===== src/rtl/bm_pkg.sv =====
package bm_pkg;
  typedef enum logic [1:0] {
    MODE_SOLO     = 2'b00,
    MODE_MASTER   = 2'b01,
    MODE_SLAVE    = 2'b10,
    MODE_SOLO_ALT = 2'b11
  } mode_e;

  function automatic logic is_solo(mode_e m);
    return (m == MODE_SOLO) || (m == MODE_SOLO_ALT);
  endfunction
endpackage


===== src/rtl/bm_slot_ctrl.sv =====
module bm_slot_ctrl #(
  parameter int GROUP = 4
) (
  input  logic          clk_i,
  input  logic          rst_ni,
  input  bm_pkg::mode_e mode_i,
  input  logic          strobe_i,
  input  logic          slave_sel_i,
  output logic          accept_o,
  output logic          slave_sel_o
);
  localparam int CW   = (GROUP > 2) ? $clog2(GROUP) : 1;
  localparam int HALF = GROUP / 2;
  localparam logic [CW-1:0] LAST  = CW'(GROUP - 1);
  localparam logic [CW-1:0] SPLIT = CW'(HALF);

  logic [CW-1:0] cnt_q;
  logic          master;

  assign master = (mode_i == bm_pkg::MODE_MASTER);

  always_ff @(posedge clk_i or negedge rst_ni) begin
    if (!rst_ni) cnt_q <= '0;
    else if (master && strobe_i) cnt_q <= (cnt_q == LAST) ? '0 : cnt_q + 1'b1;
  end

  // first half of each group belongs to the partner
  assign slave_sel_o = master && (cnt_q < SPLIT);

  always_comb begin
    unique case (mode_i)
      bm_pkg::MODE_MASTER: accept_o = (cnt_q >= SPLIT);
      bm_pkg::MODE_SLAVE:  accept_o = slave_sel_i;
      default:             accept_o = 1'b1;
    endcase
  end

  p_count_step_r8: assert property (@(posedge clk_i) disable iff (!rst_ni)
    (master && strobe_i) |=> (cnt_q == (($past(cnt_q) == LAST) ? '0 : $past(cnt_q) + 1'b1)));

  p_count_hold_r8: assert property (@(posedge clk_i) disable iff (!rst_ni)
    !(master && strobe_i) |=> $stable(cnt_q));

  p_master_excl_r8: assert property (@(posedge clk_i) disable iff (!rst_ni)
    master |-> (accept_o != slave_sel_o));
endmodule


===== src/rtl/bm_pack.sv =====
module bm_pack #(
  parameter int BYTE_W = 9
) (
  input  logic                clk_i,
  input  logic                rst_ni,
  input  logic                order_i,
  input  logic                wr_i,
  input  logic [BYTE_W-1:0]   data_i,
  input  logic                flush_i,
  output logic                push_o,
  output logic [2*BYTE_W-1:0] word_o,
  output logic                odd_valid_o
);
  localparam int WORD_W = 2 * BYTE_W;

  logic [BYTE_W-1:0] odd_q;
  logic              odd_valid_q;
  logic              push_q;
  logic [WORD_W-1:0] word_q;
  logic              complete, lone_flush;
  logic [BYTE_W-1:0] lone_b;
  logic [WORD_W-1:0] full_w, pad_w;

  assign complete   = wr_i && odd_valid_q;
  // write goes in first; a flush then sends out whatever single byte is left
  assign lone_flush = flush_i && (wr_i ^ odd_valid_q);
  assign lone_b     = wr_i ? data_i : odd_q;
  assign full_w     = order_i ? {odd_q, data_i} : {data_i, odd_q};
  assign pad_w      = order_i ? {lone_b, {BYTE_W{1'b0}}} : {{BYTE_W{1'b0}}, lone_b};

  always_ff @(posedge clk_i or negedge rst_ni) begin
    if (!rst_ni) begin
      odd_q       <= '0;
      odd_valid_q <= 1'b0;
      push_q      <= 1'b0;
      word_q      <= '0;
    end else begin
      push_q <= complete || lone_flush;
      if (complete) begin
        word_q      <= full_w;
        odd_valid_q <= 1'b0;
      end else if (lone_flush) begin
        word_q      <= pad_w;
        odd_valid_q <= 1'b0;
      end else if (wr_i) begin
        odd_q       <= data_i;
        odd_valid_q <= 1'b1;
      end
    end
  end

  assign push_o      = push_q;
  assign word_o      = word_q;
  assign odd_valid_o = odd_valid_q;

  p_push_clear_r4: assert property (@(posedge clk_i) disable iff (!rst_ni)
    push_o |-> !odd_valid_o);

  p_lone_hold_r4: assert property (@(posedge clk_i) disable iff (!rst_ni)
    (wr_i && !odd_valid_o && !flush_i) |=> (odd_valid_o && !push_o));

  p_flush_drain_r5: assert property (@(posedge clk_i) disable iff (!rst_ni)
    (flush_i && !wr_i && odd_valid_o) |=> (push_o && !odd_valid_o));

  p_idle_quiet_r5: assert property (@(posedge clk_i) disable iff (!rst_ni)
    (!wr_i && !(flush_i && odd_valid_o)) |=> !push_o);
endmodule


===== src/rtl/bm_unpack.sv =====
module bm_unpack #(
  parameter int BYTE_W = 9
) (
  input  logic                clk_i,
  input  logic                rst_ni,
  input  logic                order_i,
  input  logic                rd_i,
  input  logic [2*BYTE_W-1:0] word_i,
  output logic [BYTE_W-1:0]   byte_o,
  output logic                pop_o
);
  logic half_q;

  always_ff @(posedge clk_i or negedge rst_ni) begin
    if (!rst_ni) half_q <= 1'b0;
    else if (rd_i) half_q <= ~half_q;
  end

  assign byte_o = (half_q ^ order_i) ? word_i[2*BYTE_W-1:BYTE_W] : word_i[BYTE_W-1:0];
  assign pop_o  = rd_i && half_q;

  p_pop_rewind_r7: assert property (@(posedge clk_i) disable iff (!rst_ni)
    pop_o |=> !half_q);

  p_first_advance_r7: assert property (@(posedge clk_i) disable iff (!rst_ni)
    (rd_i && !pop_o) |=> half_q);
endmodule


===== src/rtl/byte_steer.sv =====
module byte_steer #(
  parameter int BYTE_W = 9,
  parameter int GROUP  = 4,
  localparam int WORD_W = 2 * BYTE_W
) (
  input  logic              clk_i,
  input  logic              rst_ni,
  input  logic [1:0]        mode_i,
  input  logic              byte_order_i,
  input  logic              slave_sel_i,
  input  logic              byte_wr_i,
  input  logic [BYTE_W-1:0] byte_wr_data_i,
  input  logic              flush_i,
  input  logic              byte_rd_i,
  input  logic [WORD_W-1:0] word_rd_data_i,
  output logic [BYTE_W-1:0] byte_rd_data_o,
  output logic              byte_accept_o,
  output logic              slave_sel_o,
  output logic              word_push_o,
  output logic [WORD_W-1:0] word_data_o,
  output logic              word_pop_o,
  output logic              odd_valid_o
);
  bm_pkg::mode_e mode;
  logic          accept;

  assign mode = bm_pkg::mode_e'(mode_i);

  bm_slot_ctrl #(.GROUP(GROUP)) u_slot (
    .clk_i       (clk_i),
    .rst_ni      (rst_ni),
    .mode_i      (mode),
    .strobe_i    (byte_wr_i || byte_rd_i),
    .slave_sel_i (slave_sel_i),
    .accept_o    (accept),
    .slave_sel_o (slave_sel_o)
  );

  bm_pack #(.BYTE_W(BYTE_W)) u_pack (
    .clk_i       (clk_i),
    .rst_ni      (rst_ni),
    .order_i     (byte_order_i),
    .wr_i        (byte_wr_i && accept),
    .data_i      (byte_wr_data_i),
    .flush_i     (flush_i),
    .push_o      (word_push_o),
    .word_o      (word_data_o),
    .odd_valid_o (odd_valid_o)
  );

  bm_unpack #(.BYTE_W(BYTE_W)) u_unpack (
    .clk_i   (clk_i),
    .rst_ni  (rst_ni),
    .order_i (byte_order_i),
    .rd_i    (byte_rd_i && accept),
    .word_i  (word_rd_data_i),
    .byte_o  (byte_rd_data_o),
    .pop_o   (word_pop_o)
  );

  assign byte_accept_o = accept;

  p_slave_gate_r9: assert property (@(posedge clk_i) disable iff (!rst_ni)
    (mode == bm_pkg::MODE_SLAVE && !slave_sel_i) |-> (!byte_accept_o && !word_pop_o));

  p_slave_frozen_r9: assert property (@(posedge clk_i) disable iff (!rst_ni)
    (mode == bm_pkg::MODE_SLAVE && !slave_sel_i && !flush_i) |=> ($stable(odd_valid_o) && !word_push_o));

  p_solo_take_r10: assert property (@(posedge clk_i) disable iff (!rst_ni)
    bm_pkg::is_solo(mode) |-> (byte_accept_o && !slave_sel_o));
endmodule


===== config.mk =====
export PLATFORM = sky130hd
export DESIGN_NAME = byte_steer
export DESIGN_NICKNAME = d
export VERILOG_FILES = /design/src/rtl/bm_pkg.sv /design/src/rtl/bm_slot_ctrl.sv /design/src/rtl/bm_pack.sv /design/src/rtl/bm_unpack.sv /design/src/rtl/byte_steer.sv
export SDC_FILE = /design/constraint.sdc
export NUM_CORES = 1
export LEC_CHECK = 0
export BUFFER_PORTS_ARGS = -buffer_cell sky130_fd_sc_hd__buf_2
export CAP_MARGIN = 10
export CELL_PAD_IN_SITES_DETAIL_PLACEMENT = 0
export CELL_PAD_IN_SITES_GLOBAL_PLACEMENT = 2
export CORE_ASPECT_RATIO = 1.2
export CORE_MARGIN = 4
export CORE_UTILIZATION = 29
export DETAILED_ROUTE_END_ITERATION = 10
export PLACE_DENSITY_LB_ADDON = 0.1
export SETUP_SLACK_MARGIN = 0.05
export SLEW_MARGIN = 5
export SYNTH_ARGS = -nofsm -noshare
export SYNTH_HDL_FRONTEND = slang
export SYNTH_SLANG_ARGS = --single-unit
export TNS_END_PERCENT = 5

===== constraint.sdc =====
create_clock -name clk_i -period 2.4 [get_ports clk_i]
set_input_delay 0.36 -clock clk_i [delete_from_list [all_inputs] [get_ports clk_i]]
set_output_delay 0.36 -clock clk_i [all_outputs]
set_load 0.02 [all_outputs]

==> results.sh, run 1 <==
export IMPL_postSynthCellCount=147
export IMPL_wl_um=5610
export IMPL_fmax_mhz=465
export IMPL_period_share_pct=89.7
export IMPL_p_int_mw=1.78
export IMPL_netlist_area_mm2=0.00195
export IMPL_layout_commonest_cell="buf_2"
export IMPL_cp_start_kind="register"
export IMPL_switching_share_pct=40.0
export IMPL_vias_per_cell=5.24
export IMPL_grt_first_pass_wirelength_um=9230
export IMPL_grt_use_met1_pct=17.4
export IMPL_die_h_um=97.8
export IMPL_die_w_um=82.8
export IMPL_hold_slack_ns=0.140
export IMPL_initial_core_util_pct=30.1
export IMPL_worst_hold_path_type="in -> async"
export IMPL_io_pins=68
export IMPL_hold_buffers=0
export IMPL_drv_cap=0
export IMPL_cts_max_level=2
export IMPL_port_buffers=67
export IMPL_core_mm2=0.00649
export IMPL_cp_slowest_cell="dfrtp_1"
export IMPL_track_usage_pct=14.1
export IMPL_leakagePower_nw=1.25
export IMPL_setup_violations=0
export IMPL_synth_warnings=0
export IMPL_status="finished clean"
export IMPL_antenna_found_initial=0
export IMPL_skew_ns=0.00311
export IMPL_p_seq_share_pct=33.3
export IMPL_drtPass1Iterations=4
export IMPL_cp_max_fo=19
export IMPL_fill_cells=632
export IMPL_synth_ff_type="dfrtp_1"
export IMPL_root_buffer="clkbuf_8"
export IMPL_worstSetupPathType="reg -> reg"
export IMPL_grt_max_degree=33
export IMPL_areaGrowthSynthToFinish_pct=34.9
export IMPL_grtUsageMet3_pct=4.30
export IMPL_powerDensity_mw_per_mm2=1130
export IMPL_drt_iter0_markers=52
export IMPL_place_inst=303
export IMPL_hpwl_um=3960
export IMPL_hold_viol=0
export IMPL_grt_use_met2_pct=22.7
export IMPL_ir_worst_vdd_mv=0.463
export IMPL_slew_headroom_pct=49.8
export IMPL_layout_common_cells="buf_2, dfrtp_1, mux2_2"
export IMPL_rsz0062_at_grt="no"
export IMPL_syn_nets=188
export IMPL_ant_nets=0
export IMPL_clock_sinks=32
export IMPL_overflow=0
export IMPL_cpPeakStageDelay_ns=0.38
export IMPL_gp_congestion=0.837
export IMPL_grt_pass1_vias=1786
export IMPL_p_clk_share_pct=14.5
export IMPL_avgSynthCellArea_um2=13.3
export IMPL_fp_row_count=32
export IMPL_finalNetCount=269
export IMPL_async_flop_share_pct=100
export IMPL_clockBufferDepth=2
export IMPL_die_area_mm2=0.00810
export IMPL_routedWlPerCell_um=17.9
export IMPL_numCtsBuffers=5
export IMPL_layout_drive_gt1_share_pct=56.8
export IMPL_antenna_cells=0
export IMPL_cp_arrival_ns=2.31
export IMPL_synth_cell_types=28
export IMPL_crit_required_ns=2.56
export IMPL_tightest_slew_ns=0.753
export IMPL_drc_errors=0
export IMPL_fin_cells=314
export IMPL_insertion_delay_ns=0.28
export IMPL_grt_busiest_layer="met2"
export IMPL_end_kind="register"
export IMPL_path_clk_slew_ns=0.07
export IMPL_synth_seq_cells=32
export IMPL_num_vias=1645
export IMPL_slew_viol_final=0
export IMPL_ys_seq_area_share_pct=41.1
export IMPL_p_switching_mw=1.19
export IMPL_path_cells="inv_1 > ha_1 > o21ai_2 > a21oi_2 > ha_4 > a21oi_4 > buf_12 > a22o_1 > a221o_1"
export IMPL_synth_edf_count=0
export IMPL_cts_tree="done"
export IMPL_power_frac_comb_pct=52.2
export IMPL_min_period_ns=2.15
cells by family after synthesis:
family / synth area share (%)
flip-flops: 41.1
multiplexers: 20.8
AO/OA/AOI/OAI: 26.6
adder cells (fa/ha/maj): 3.21
AND/OR/NAND/NOR: 3.34
XOR/XNOR: 1.86
buffers and inverters: 3.15
critical path, delay by kind of cell, from the launching register on:
family,cells,cell delay (ns)
DFF,1,0.38
AOI/OAI and AO/OA,5,0.88
adders and majority gates,2,0.56
buffers and inverters,2,0.22
cells in the mapped netlist, drive strengths merged (2+ instances only):
cell    number  area share, %
a21oi        3           0.96
mux2        36             21
o21ai        4            1.0
a22o        18            8.1
a21o         2           0.77
xnor2        2            1.9
o21a         2           0.77
a211oi       4            4.1
a221o       18            9.2
inv          5           0.96
dfrtp       32             41
buf          6            2.0
ha           5            3.2
nand2        2           0.39
per-stage QoR:
stage	util, %	cell area [µm²]	setup slack, ns	TNS [ns]	power [mW]
CTS	39.9	2590	0.0500	0	2.95
global route	40.5	2630	0.124	0	3.17
detailed placement	38.2	2480	-0.0512	-0.582	2.50
finish	40.5	2630	0.247	0	2.96
global placement	38.2	2480	0.00144	0	2.45
floorplan	-	1960	0.0697	0	2.00
path summary, 6_finish.rpt:
path | endpoint | depth (start not counted) | slack (ns) | from
max in group asynchronous | u_pack.word_o[7]$_DFFE_PN0P_ | 1 | 1.77 | rst_ni
hold / removal | u_pack.word_o[13]$_DFFE_PN0P_ | 1 | 0.14 | rst_ni
setup reg to reg | u_pack.word_o[17]$_DFFE_PN0P_ | 9 | 0.25 | u_slot.cnt_q[0]$_DFFE_PN0P_
setup / recovery | u_pack.word_o[17]$_DFFE_PN0P_ | 9 | 0.25 | u_slot.cnt_q[0]$_DFFE_PN0P_
hold reg to reg | u_slot.cnt_q[0]$_DFFE_PN0P_ | 1 | 0.54 | u_slot.cnt_q[0]$_DFFE_PN0P_
min in group clk_i | u_pack.word_o[9]$_DFFE_PN0P_ | 2 | 0.36 | byte_wr_data_i[0]
power groups by stage:
stage	sequential [mW]	clock [mW]	combinational (mW)
after floorplan	1.13	0	0.875
after global placement	0.970	0	1.48
after detailed placement	0.986	0	1.51
after CTS	0.981	0.445	1.53
after global routing	1.02	0.469	1.68
final	0.986	0.429	1.55
repair_timing:
action,4_1_cts,5_1_grt
pin swaps,1,2
buffers inserted,3,0
resized for setup,0,6
gates cloned,0,0
setup endpoints to repair,10,27
layer usage:
layer | routed length (µm) | vias up | share of wire (%)
li1 | - | 754 | -
met1 | 2450 | 815 | 44
met2 | 2700 | 67 | 48
met3 | 378 | 9 | 6.7
met4 | 93 | 0 | 1.7
met5 | 0 | - | 0
flip-flops by register name, indices dropped and copies added, names as in the netlist:
signal,flops
u_pack.word_o,18
u_pack.odd_q,9
u_slot.cnt_q,2
u_pack.odd_valid_o,1
u_pack.push_o,1
u_unpack.half_q,1
area by class of cell:
type | instances | area [µm²] | area share (%)
multi-input combinational | 103 | 1130 | 43.0
clock inverter | 2 | 10.0 | 0.381
timing repair buffer | 81 | 482 | 18.3
sequential | 32 | 801 | 30.4
tap | 85 | 106 | 4.04
inverter | 5 | 18.8 | 0.714
clock buffer | 6 | 82.6 | 3.14
Power figures use the tool's default switching activity.
==> inputs of run 2 (changes only) <==
- CELL_PAD_IN_SITES_DETAIL_PLACEMENT: 0 -> unset
- CELL_PAD_IN_SITES_GLOBAL_PLACEMENT: 2 -> unset
- CORE_UTILIZATION: 29 -> 45
- PLACE_DENSITY: unset -> 0.76
- PLACE_DENSITY_LB_ADDON: 0.1 -> unset
==> run 2 against run 1 <==
Compared with the run above: power up 0.36%; sequential share of layout area up 1.0 points; clock skew up 0.0047 ns; critical path type unchanged; largest cell class unchanged; largest power group unchanged.
==> results.sh, run 2 (synthesis results as in run 1) <==
export IMPL_tns_ns=0
export IMPL_layout_common_cells="buf_2, dfrtp_1, mux2_2"
export IMPL_vias_per_cell=5.65
export IMPL_p_switching_mw=1.15
export IMPL_power_frac_comb_pct=49.6
export IMPL_period_share_pct=92.0
export IMPL_wl_um=4830
export IMPL_multi_input_area_mm2=0.00110
export IMPL_num_vias=1604
export IMPL_leakagePower_nw=1.24
export IMPL_cp_start_kind="register"
export IMPL_path_clk_slew_ns=0.07
export IMPL_io_pins=68
export IMPL_fmax_mhz=453
export IMPL_finalInstanceArea_mm2=0.00254
export IMPL_hold_viol=0
export IMPL_insertion_delay_ns=0.29
export IMPL_grt_pass1_vias=1600
export IMPL_clock_sinks=32
export IMPL_p_int_mw=1.82
export IMPL_placed_area_mm2=0.00242
export IMPL_cts_max_level=2
export IMPL_routedWlPerCell_um=17.0
export IMPL_worst_hold_path_type="in -> async"
export IMPL_ir_worst_vdd_mv=0.519
export IMPL_antenna_found_initial=0
export IMPL_drc_errors=0
export IMPL_rsz0062_at_grt="no"
export IMPL_largest_reg_flops=18
export IMPL_die_h_um=80.1
export IMPL_grt_max_degree=33
export IMPL_initial_core_util_pct=47.9
export IMPL_crit_required_ns=2.57
export IMPL_port_buffers=67
export IMPL_status="finished clean"
export IMPL_rrSetupSlack_ns=0.19
export IMPL_root_buffer="clkbuf_8"
export IMPL_slew_viol_final=0
export IMPL_fp_row_count=25
export IMPL_slew_headroom_pct=53.3
export IMPL_finalNetCount=270
export IMPL_die_w_um=68.1
export IMPL_skew_ns=0.00779
export IMPL_seqCellArea_um2=801
export IMPL_cp_max_fo=10
export IMPL_drt_iter0_markers=58
export IMPL_die_area_mm2=0.00545
export IMPL_core_mm2=0.00407
export IMPL_min_period_ns=2.21
export IMPL_cp_arrival_ns=2.38
export IMPL_tightest_slew_ns=0.700
export IMPL_end_kind="register"
export IMPL_clockBufferDepth=2
export IMPL_overflow=0
export IMPL_drv_cap=0
export IMPL_gp_congestion=0.775
export IMPL_p_clk_share_pct=17.4
export IMPL_worstSetupPathType="reg -> reg"
export IMPL_numCtsBuffers=5
export IMPL_layout_commonest_cell="buf_2"
export IMPL_layout_drive_gt1_share_pct=56.5
export IMPL_drtPass1Iterations=4
export IMPL_areaGrowthSynthToFinish_pct=30.5
export IMPL_grt_first_pass_wirelength_um=7730
export IMPL_p_seq_share_pct=33.0
export IMPL_ant_nets=0
export IMPL_setup_violations=0
export IMPL_hold_buffers=0
export IMPL_fill_cells=347
export IMPL_powerDensity_mw_per_mm2=1170
export IMPL_cts_tree="done"
export IMPL_antenna_cells=0
export IMPL_hpwl_um=3560
export IMPL_track_usage_pct=19.0
export IMPL_switching_share_pct=38.8
run 2: path summary, 6_finish.rpt:
check                                               start                             end  depth (start not counted)
min reg2reg                u_pack.odd_valid_o$_DFFE_PN0P_  u_pack.odd_valid_o$_DFFE_PN0P_                          1
max                           u_slot.cnt_q[0]$_DFFE_PN0P_    u_pack.word_o[2]$_DFFE_PN0P_                          9
min                                                rst_ni     u_pack.odd_q[4]$_DFFE_PN0P_                          1
max reg2reg                   u_slot.cnt_q[0]$_DFFE_PN0P_    u_pack.word_o[2]$_DFFE_PN0P_                          9
min in group clk_i                      byte_wr_data_i[2]   u_pack.word_o[11]$_DFFE_PN0P_                          2
max in group asynchronous                          rst_ni   u_pack.word_o[12]$_DFFE_PN0P_                          1
run 2: repair_timing:
action | in CTS | in global routing
gates resized for setup | 0 | 1
setup endpoints to repair | 0 | 27
setup buffers | 0 | 1
run 2: power by group through the flow:
stage	Sequential (mW)	Combinational, mW	Clock [mW]
6_report	0.982	1.47	0.516
3_5_place_dp	0.985	1.47	0
2_1_floorplan	1.13	0.875	0
3_3_place_gp	0.984	1.44	0
4_1_cts	0.980	1.47	0.534
5_1_grt	1.02	1.59	0.557
run 2: cell type report:
class	instances	share of cell area, %
Multi-Input combinational cell	103	43.1
Sequential cell	32	31.5
Timing Repair Buffer	82	17.6
Clock buffer	5	2.71
Tap cell	54	2.66
Clock inverter	3	1.67
Inverter	5	0.738
run 2: worst max-delay path, stage by stage, from the launching register on:
cell     delay [ns]
dfrtp_1        0.37
inv_1          0.05
ha_1           0.23
o21ai_2        0.14
a21oi_1        0.11
ha_2           0.40
a21oi_2        0.10
buf_4          0.19
a22o_1         0.23
a221o_1        0.27
run 2: through the flow:
stage	hold WS, ns	utilization, %	setup WS (ns)	instances	total power, mW
2_1_floorplan	0.0644	-	0.0697	147	2.00
3_5_place_dp	0.455	59.6	0.0208	275	2.45
3_3_place_gp	0.449	59.6	0.0980	275	2.43
5_1_grt	0.158	62.6	0.0494	284	3.17
4_1_cts	0.132	62.3	0.0986	283	2.99
6_report	0.110	62.6	0.191	284	2.97
run 2: per-layer routing:
layer	share of wire (%)	wire length (µm)	GRT usage, %	up-vias
li1	-	-	-	757
met1	43	2060	24.8	789
met2	49	2350	29.6	52
met3	7.4	360	5.59	6
met4	1.4	66	6.56	0
met5	0	0	0	-
